===== src/rtl/irq_pkg.sv =====
package irq_pkg;
  typedef enum logic {
    DISP_IDLE = 1'b0,
    DISP_BUSY = 1'b1
  } disp_state_e;
endpackage


===== src/rtl/irq_edge_latch.sv =====
module irq_edge_latch #(
  parameter int unsigned N_SRC = 8
) (
  input  logic             clk_i,
  input  logic             rst_ni,
  input  logic [N_SRC-1:0] req_i,
  input  logic [N_SRC-1:0] en_i,
  input  logic [N_SRC-1:0] clr_i,
  output logic [N_SRC-1:0] pend_o
);
  logic [N_SRC-1:0] req_q, rise;

  assign rise = req_i & ~req_q;

  always_ff @(posedge clk_i or negedge rst_ni) begin
    if (!rst_ni) begin
      req_q  <= '0;
      pend_o <= '0;
    end else begin
      req_q  <= req_i;
      // a new edge wins over a same-cycle clear
      pend_o <= (pend_o & ~clr_i) | (rise & en_i);
    end
  end
endmodule


===== src/rtl/irq_prio_pick.sv =====
module irq_prio_pick #(
  parameter int unsigned N_SRC = 8,
  localparam int unsigned IDX_W = $clog2(N_SRC)
) (
  input  logic [N_SRC-1:0] req_i,
  output logic [N_SRC-1:0] gnt_o,
  output logic [IDX_W-1:0] idx_o,
  output logic             vld_o
);
  logic [N_SRC:0] seen;

  assign seen[0] = 1'b0;
  for (genvar i = 0; i < N_SRC; i++) begin : g_chain
    assign seen[i+1] = seen[i] | req_i[i];
    assign gnt_o[i]  = req_i[i] & ~seen[i];
  end
  assign vld_o = seen[N_SRC];

  always_comb begin
    idx_o = '0;
    for (int i = N_SRC - 1; i >= 0; i--) begin
      if (req_i[i]) idx_o = IDX_W'(i);
    end
  end
endmodule


===== src/rtl/irq_vec_bank.sv =====
module irq_vec_bank #(
  parameter int unsigned N_SRC  = 8,
  parameter int unsigned ADDR_W = 32,
  localparam int unsigned IDX_W = $clog2(N_SRC)
) (
  input  logic              clk_i,
  input  logic              rst_ni,
  input  logic              we_i,
  input  logic [IDX_W-1:0]  wsel_i,
  input  logic [ADDR_W-1:0] wdata_i,
  input  logic [IDX_W-1:0]  rsel_i,
  output logic [ADDR_W-1:0] rdata_o
);
  logic [ADDR_W-1:0] vec_q [N_SRC];

  for (genvar i = 0; i < N_SRC; i++) begin : g_vec
    always_ff @(posedge clk_i or negedge rst_ni) begin
      if (!rst_ni)                          vec_q[i] <= '0;
      else if (we_i && wsel_i == IDX_W'(i)) vec_q[i] <= wdata_i;
    end
  end

  assign rdata_o = vec_q[rsel_i];
endmodule


===== src/rtl/irq_vector_unit.sv =====
module irq_vector_unit
  import irq_pkg::*;
#(
  parameter int unsigned N_SRC  = 8,
  parameter int unsigned ADDR_W = 32,
  parameter int unsigned CTRL_W = 32,
  localparam int unsigned IDX_W = $clog2(N_SRC)
) (
  input  logic              clk_i,
  input  logic              rst_ni,
  input  logic [N_SRC-1:0]  irq_i,
  input  logic              ctrl_we_i,
  input  logic [CTRL_W-1:0] ctrl_wdata_i,
  output logic [CTRL_W-1:0] ctrl_o,
  input  logic              vec_we_i,
  input  logic [IDX_W-1:0]  vec_sel_i,
  input  logic [ADDR_W-1:0] vec_wdata_i,
  input  logic              cpu_ready_i,
  input  logic              cpu_halted_i,
  input  logic              cpu_iret_i,
  input  logic [ADDR_W-1:0] cpu_pc_i,
  output logic              take_o,
  output logic [ADDR_W-1:0] target_o,
  output logic [ADDR_W-1:0] ret_addr_o,
  output logic              wake_o
);
  logic [N_SRC-1:0] en_q, wk_q, pend, wake_pend, norm_pend, gnt, clr;
  logic [IDX_W-1:0] sel_idx;
  logic             sel_vld;
  disp_state_e      state_q;
  logic             unused_bits;

  assign unused_bits = cpu_pc_i[0] ^ (^ctrl_wdata_i[CTRL_W-1:2*N_SRC]);

  always_ff @(posedge clk_i or negedge rst_ni) begin
    if (!rst_ni) begin
      en_q <= '0;
      wk_q <= '0;
    end else if (ctrl_we_i) begin
      en_q <= ctrl_wdata_i[N_SRC-1:0];
      wk_q <= ctrl_wdata_i[2*N_SRC-1:N_SRC];
    end
  end

  assign ctrl_o = CTRL_W'({wk_q, en_q});

  irq_edge_latch #(.N_SRC(N_SRC)) u_latch (
    .clk_i  (clk_i),
    .rst_ni (rst_ni),
    .req_i  (irq_i),
    .en_i   (en_q),
    .clr_i  (clr),
    .pend_o (pend)
  );

  assign wake_pend = pend & wk_q;
  assign norm_pend = pend & ~wk_q & en_q;

  irq_prio_pick #(.N_SRC(N_SRC)) u_pick (
    .req_i (norm_pend),
    .gnt_o (gnt),
    .idx_o (sel_idx),
    .vld_o (sel_vld)
  );

  irq_vec_bank #(.N_SRC(N_SRC), .ADDR_W(ADDR_W)) u_vecs (
    .clk_i   (clk_i),
    .rst_ni  (rst_ni),
    .we_i    (vec_we_i),
    .wsel_i  (vec_sel_i),
    .wdata_i (vec_wdata_i),
    .rsel_i  (sel_idx),
    .rdata_o (target_o)
  );

  assign take_o     = (state_q == DISP_IDLE) && (cpu_ready_i || cpu_halted_i) && sel_vld;
  assign ret_addr_o = {cpu_pc_i[ADDR_W-1:1], 1'b1};
  assign wake_o     = cpu_halted_i && (|wake_pend);
  // wake events are consumed every cycle, halted or not
  assign clr        = (take_o ? gnt : '0) | wake_pend;

  always_ff @(posedge clk_i or negedge rst_ni) begin
    if (!rst_ni) state_q <= DISP_IDLE;
    else begin
      unique case (state_q)
        DISP_IDLE: if (take_o && !target_o[0]) state_q <= DISP_BUSY;
        DISP_BUSY: if (cpu_iret_i)             state_q <= DISP_IDLE;
        default:                               state_q <= DISP_IDLE;
      endcase
    end
  end
endmodule


===== config.mk =====
export PLATFORM = sky130hd
export DESIGN_NAME = irq_vector_unit
export DESIGN_NICKNAME = d
export VERILOG_FILES = /design/src/rtl/irq_pkg.sv /design/src/rtl/irq_edge_latch.sv /design/src/rtl/irq_prio_pick.sv /design/src/rtl/irq_vec_bank.sv /design/src/rtl/irq_vector_unit.sv
export SDC_FILE = /design/constraint.sdc
export NUM_CORES = 1
export LEC_CHECK = 0
export BUFFER_PORTS_ARGS = -buffer_cell sky130_fd_sc_hd__buf_2
export CORE_ASPECT_RATIO = 1.25
export CORE_MARGIN = 8
export CORE_UTILIZATION = 60
export CTS_BUF_LIST = sky130_fd_sc_hd__clkbuf_4 sky130_fd_sc_hd__clkbuf_8 sky130_fd_sc_hd__clkbuf_16
export CTS_CLUSTER_SIZE = 30
export DETAILED_ROUTE_END_ITERATION = 7
export PLACE_DENSITY_LB_ADDON = 0.12
export SYNTH_ARGS = -nofsm -noshare
export SYNTH_HDL_FRONTEND = slang
export SYNTH_SLANG_ARGS = --single-unit

===== constraint.sdc =====
create_clock -name clk_i -period 4.2 [get_ports clk_i]
set_input_delay 0.21 -clock clk_i [delete_from_list [all_inputs] [get_ports clk_i]]
set_output_delay 0.21 -clock clk_i [all_outputs]
set_load 0.01 [all_outputs]

After elaboration in Yosys (flattened, before gate mapping)
Index checks and enable logic that the tools add are counted.
{"block": "totals", "ff_bits": 289, "input_bits": 114, "output_inout_bits": 98, "wordCells": 86}
{"block": "op_classes", "n_lt_le_gt_ge": 1, "n_eq_ne": 7, "n_mux": 15, "n_bitwise": 34, "n_reduce_logical": 16}
{"op": "$bmux 32 s3", "count": 1}
{"op": "$mux 32", "count": 2}
{"op": "$and 8x8->8", "count": 6}
{"op": "$mux 3", "count": 8}
{"op": "$not 8->8", "count": 3}
{"op": "$or 8x8->8", "count": 2}
{"op": "$eq 3x3->1 const B", "count": 4}
{"op": "$logic_and 1x1->1", "count": 12}
{"op": "$mux 8", "count": 1}
{"op": "$not 1->1", "count": 8}
{"op": "$reduce_or 8->1", "count": 1}
{"op": "$and 1x1->1", "count": 7}
{"op": "$or 1x1->1", "count": 7}
{"op": "$eq 3x2->1 const B", "count": 2}
{"op": "$ge 4x4->1 const B", "count": 1}
{"op": "$not 3->4", "count": 1}
{"op": "$eq 3x1->1 const B", "count": 1}
{"op": "$logic_not 3->1", "count": 1}
{"op": "$mux 1", "count": 2}
{"op": "$pmux 1 s2", "count": 1}
{"op": "$logic_not 1->1", "count": 1}
{"op": "$logic_or 1x1->1", "count": 1}

Depth between registers and ports, before layout
{"block": "depth", "ltp_word": 19, "depth_mapped": 8, "depth_no_buf": 7}

Hierarchy
From an unflattened synthesis, not the netlist that was laid out.
{"block": "hier_totals", "hier_cells": 847, "hier_area_um2": 13555.5}
{"mod": "irq_vec_bank", "instances": 1, "cells_per_inst": 665, "area_each_um2": 11639.9, "seq_area_each_um2": 6406.1}
{"mod": "irq_vector_unit", "instances": 1, "cells_per_inst": 119, "area_each_um2": 1201.2, "seq_area_each_um2": 425.4}
{"mod": "irq_edge_latch", "instances": 1, "cells_per_inst": 40, "area_each_um2": 573.0, "seq_area_each_um2": 400.4}
{"mod": "irq_prio_pick", "instances": 1, "cells_per_inst": 23, "area_each_um2": 141.4, "seq_area_each_um2": 0.0}

Worst setup path before layout
Ideal clock, no wire load.
{"block": "synth_timing", "path_kind": "reg2out", "from": "reg wk_q[6]", "to": "out target_o[16]", "arrival_time_ns": 1.958, "required_ns": 3.990, "slack_ns": 2.032, "stages_incl_launch_ff": 9, "n_path_buf": 2, "path_cell_list": "dfrtp_1 -> and3b_4 -> o211ai_4 -> a31oi_4 -> buf_12 -> buf_8 -> mux2i_1 -> mux2i_1 -> mux2_2"}
{"block": "synth_between", "elab_chain_len": 14}
{"item": "from (decl)", "line_no": "irq_vector_unit.sv:27", "text": "logic [N_SRC-1:0] en_q, wk_q, pend, wake_pend, norm_pend, gnt, clr;"}
{"item": "from (signal assigned)", "line_no": "irq_vector_unit.sv:41", "text": "wk_q <= ctrl_wdata_i[2*N_SRC-1:N_SRC];"}
{"item": "$not 8->8", "line_no": "irq_vector_unit.sv:57", "text": "assign norm_pend = pend & ~wk_q & en_q;"}
{"item": "$and 8x8->8 (2 in series)", "line_no": "irq_vector_unit.sv:57"}
{"item": "$mux 3 (7 in series)", "line_no": "irq_prio_pick.sv:22", "text": "if (req_i[i]) idx_o = IDX_W'(i);"}
{"item": "$not 3->4 (not written as such)", "line_no": "irq_vec_bank.sv:23", "text": "assign rdata_o = vec_q[rsel_i];"}
{"item": "$bmux 32 s3", "line_no": "irq_vec_bank.sv:23"}
{"item": "$mux 32 (not written as such) (2 in series)", "line_no": "irq_vec_bank.sv:23"}
{"item": "to (decl)", "line_no": "irq_vector_unit.sv:23", "text": "output logic [ADDR_W-1:0] target_o,"}
Every way passes these cells. The select of a mux whose other input is x is not followed.

Final worst setup path
{"block": "layout_timing", "from": "reg wk_q[6]", "to": "out target_o[27]"}
Same word-level chain as after synthesis.

==> impl_results.md <==
- Placement Cell Area: 0.01438 sq mm
- Post-CTS setup buffer count: 0
- Compound-Gate Fraction of Synth Area: 1.901%
- Critical path endpoint: target_o[27]
- CTS Root Cell: clkbuf_16
- Comb power frac: 23.4%
- Clock share of power: 33.5%
- Data arrival time of the critical path: 3.33 ns
- H-tree levels: 1
- Critical Path Source Type: flip-flop
- Post-layout min period: 3.540 ns
- R2R setup slack: 1.54 ns
- CTS Buffer Depth: 3
- Net Sw Frac: 26.51%
- Library cells used by synthesis: 49
- Clock sinks: 289
- First-pass GRT wire length: 46090 um
- NetSw: 2.245 mW
- Layout Nets: 1217
- Routed length per instance: 19.97 um
- 1st-pass router iterations: 4
- Xor and xnor area share after synthesis: 0%
- Clk slew on worst S/H paths: 0.06 ns
- Hold_sp: vec_wdata_i[11]
- Max cap viols: 0
- Final setup vio count: 0
- Worst skew pair latency: 0.54 ns
- Top Ports: 212
- IO buf count: 115
- Vias in the first global route: 8694
- Seq pwr share: 43.1%
- Ant. Diodes: 0
- Global route overflow: 0
- Seq/Total Area, Yosys: 51.58%
- # fillers: 1679
- Hold Fails Final Rpt: 0
- EDFF count, synth: 0
- Critical path launch point: wk_q[6]
- Yosys warns: 0
- Area contributors post-synth: dfrtp_1 (52%), mux2_2 (24%), mux2i_1 (13%), buf_4 (2.6%), buf_12 (1.3%)
- Area share of fa/ha/maj cells after synthesis: 0%
- Clock Skews: 0.005543 ns
- Chip width: 152.7 um
- DRT Wirelength: 28240 um
- Die area: 0.02855 sq mm
- Starting Density: 61.06%
- Leakage: 7.313 nW
- Syn Area/Cell: 14.42 sq um
- Top-count cell post-synth: mux2_2
- Final Instance Area: 0.01600 sq mm
- Largest family of logic cells by synthesized area: multiplexers
- Pwr/cell area: 529.1 mW/mm^2
- Max-slew violations: 0
- Initial antenna violation count: 0
- Async set-reset flop share out of synthesis: 100.0%
- R2R Path End: state_q
- Antenna Nets Post-Route: 0
- DR iter-0 viols: 283
- Crit path capture type: primary output
- Detail-routed via count per cell: 5.697
- Pin count of the biggest net entering global routing: 107
- Worst min path class: in2reg
- P&R area growth vs syn: 14.13%
- CTS tree: yes
- Total Power: 8.466 mW
- Final worst slack: 0.6602 ns
- Cell internal pwr: 6.221 mW
- CP required: 3.99 ns
- Status: finished, final reports clean
- Core ar.: 0.02296 sq mm
- Row count: 62
- Cell Area, Synth: 0.01402 sq mm
- Simple-gate share of the synthesized area: 2.365%
- Yosys top cell area share: 51.58%
- Fmax: 282.5 MHz
- Least-Margin Pin Slew: 0.8315 ns
- Crit path max fanout: 64
- Worst reg2reg path depth: 7
- Fin Setup TNS: 0 ns
- Part of the cycle the worst path needs: 84.28%
- Peak supply drop: 398.7 uV
- Yosys top cell by area: dfrtp_1
- Multiplexer share of the synthesized area: 37.68%
- Top cells by count, synth: mux2_2 (302), dfrtp_1 (289), mux2i_1 (188)
- DP HPWL: 15820 um
- Max transition margin: 44.57%
- DRC: 0
- Syn Inst Count: 972
- DIE HEIGHT: 186.9 um
- Layout cell share with drive strength beyond 1: 44.76%
- WS Path Type: reg2out
- RSZ-0062 raised after global routing: no
- Placer Congestion: 0.7166
- Gr usage total: 19.74%
- Placement Setup Slack: 1.218 ns
- Ys flop type: dfrtp_1
- CTS buffer count: 29
- Worst r2r src: wk_q[6]
- FF+latch count, synth: 289
- Via count: 8055
-- routing by layer --
metal | share of wire [%] | track usage, % | routed length, um | vias to the layer above
met1 | 42 | 23.94 | 11910 | 4155
met2 | 52 | 35.85 | 14740 | 127
met5 | 0 | 0 | 0 | -
met3 | 3.9 | 3.306 | 1106 | 34
li1 | - | - | - | 3739
met4 | 1.7 | 4.805 | 471 | 0
-- repair_timing --
item	CTS	global route
gates resized for setup	0	0
hold buffers	56	0
endpoints found under the hold margin	340	0
endpoints found under the setup margin	0	0
-- layout by cell type, fill, tap and decap left out, drive strengths merged, types with 4 or more instances in the layout --
cell type    Yosys  layout
clkinv           0       6
inv             11      12
nand2            9       9
a22oi            4       4
conb             2      17
bufinv           0       6
and3b            5       5
mux2           302     302
buf             86     131
dfrtp          289     289
nand2b           5       5
mux2i          188     188
o21ai            4       4
nand3b           8       8
dlygate4sd3      0      56
clkbuf          16      40
-- worst min path at each step --
stage | to | slack, ns | cells after the start
global route | u_vecs.vec_q[43] | 0.03 | 2
CTS | u_vecs.vec_q[172] | 0.002 | 2
global placement | wk_q[4] | 0.31 | 1
finish | u_vecs.vec_q[139] | 0.02 | 2
detailed placement | wk_q[4] | 0.31 | 1
floorplan | en_q[0] | -0.09 | 0
-- cells by family (layout without fill, tap and decap cells) --
group	Yosys count	after routing
multiplexers	490	490
flip-flops	289	289
buffers and inverters	113	252
AND/OR/NAND/NOR	49	49
AO/OA/AOI/OAI	29	29
other	2	17
-- through the flow --
stage / instances / hold slack, ns / utilization, %
2_1_floorplan: 987 / -0.08559 / -
3_3_place_gp: 1304 / 0.3103 / 62.60
3_5_place_dp: 1304 / 0.3071 / 62.60
4_1_cts: 1414 / 0.002320 / 69.69
5_1_grt: 1414 / 0.02723 / 69.69
6_report: 1414 / 0.02194 / 69.69
-- flip-flops by register name, indices dropped and copies added, names as in the netlist --
signal and count:
state_q 1, u_latch.pend_o 8, u_latch.req_q 8, wk_q 8
u_vecs.vec_q 256, en_q 8
-- critical path, cell delays in order (launching register included) --
cell,delay [ns]
dfrtp_1,0.42
and3b_4,0.35
o211ai_4,0.10
a31oi_4,0.59
buf_12,0.42
mux2i_1,0.27
mux2i_1,0.10
mux2_2,0.29
buf_2,0.15
-- cell type report --
class	instances	area, sq um	share of cell area (%)
flip-flops and latches	289	7232	45.20
clock inverters	14	226.5	1.415
multi-input cells	585	5973	37.33
repair buffers	187	1329	8.304
clock buffers	40	839.6	5.247
inverters	11	41.29	0.2580
well taps	288	360.3	2.252
-- power by group through the flow --
stage	combinational (mW)	clock [mW]	sequential, mW
3_3_place_gp	1.92	0	3.67
2_1_floorplan	1.57	0	3.62
5_1_grt	2.17	3.00	3.72
3_5_place_dp	1.96	0	3.70
6_report	1.98	2.83	3.65
4_1_cts	2.02	2.89	3.65
Power figures use the tool's default switching activity.
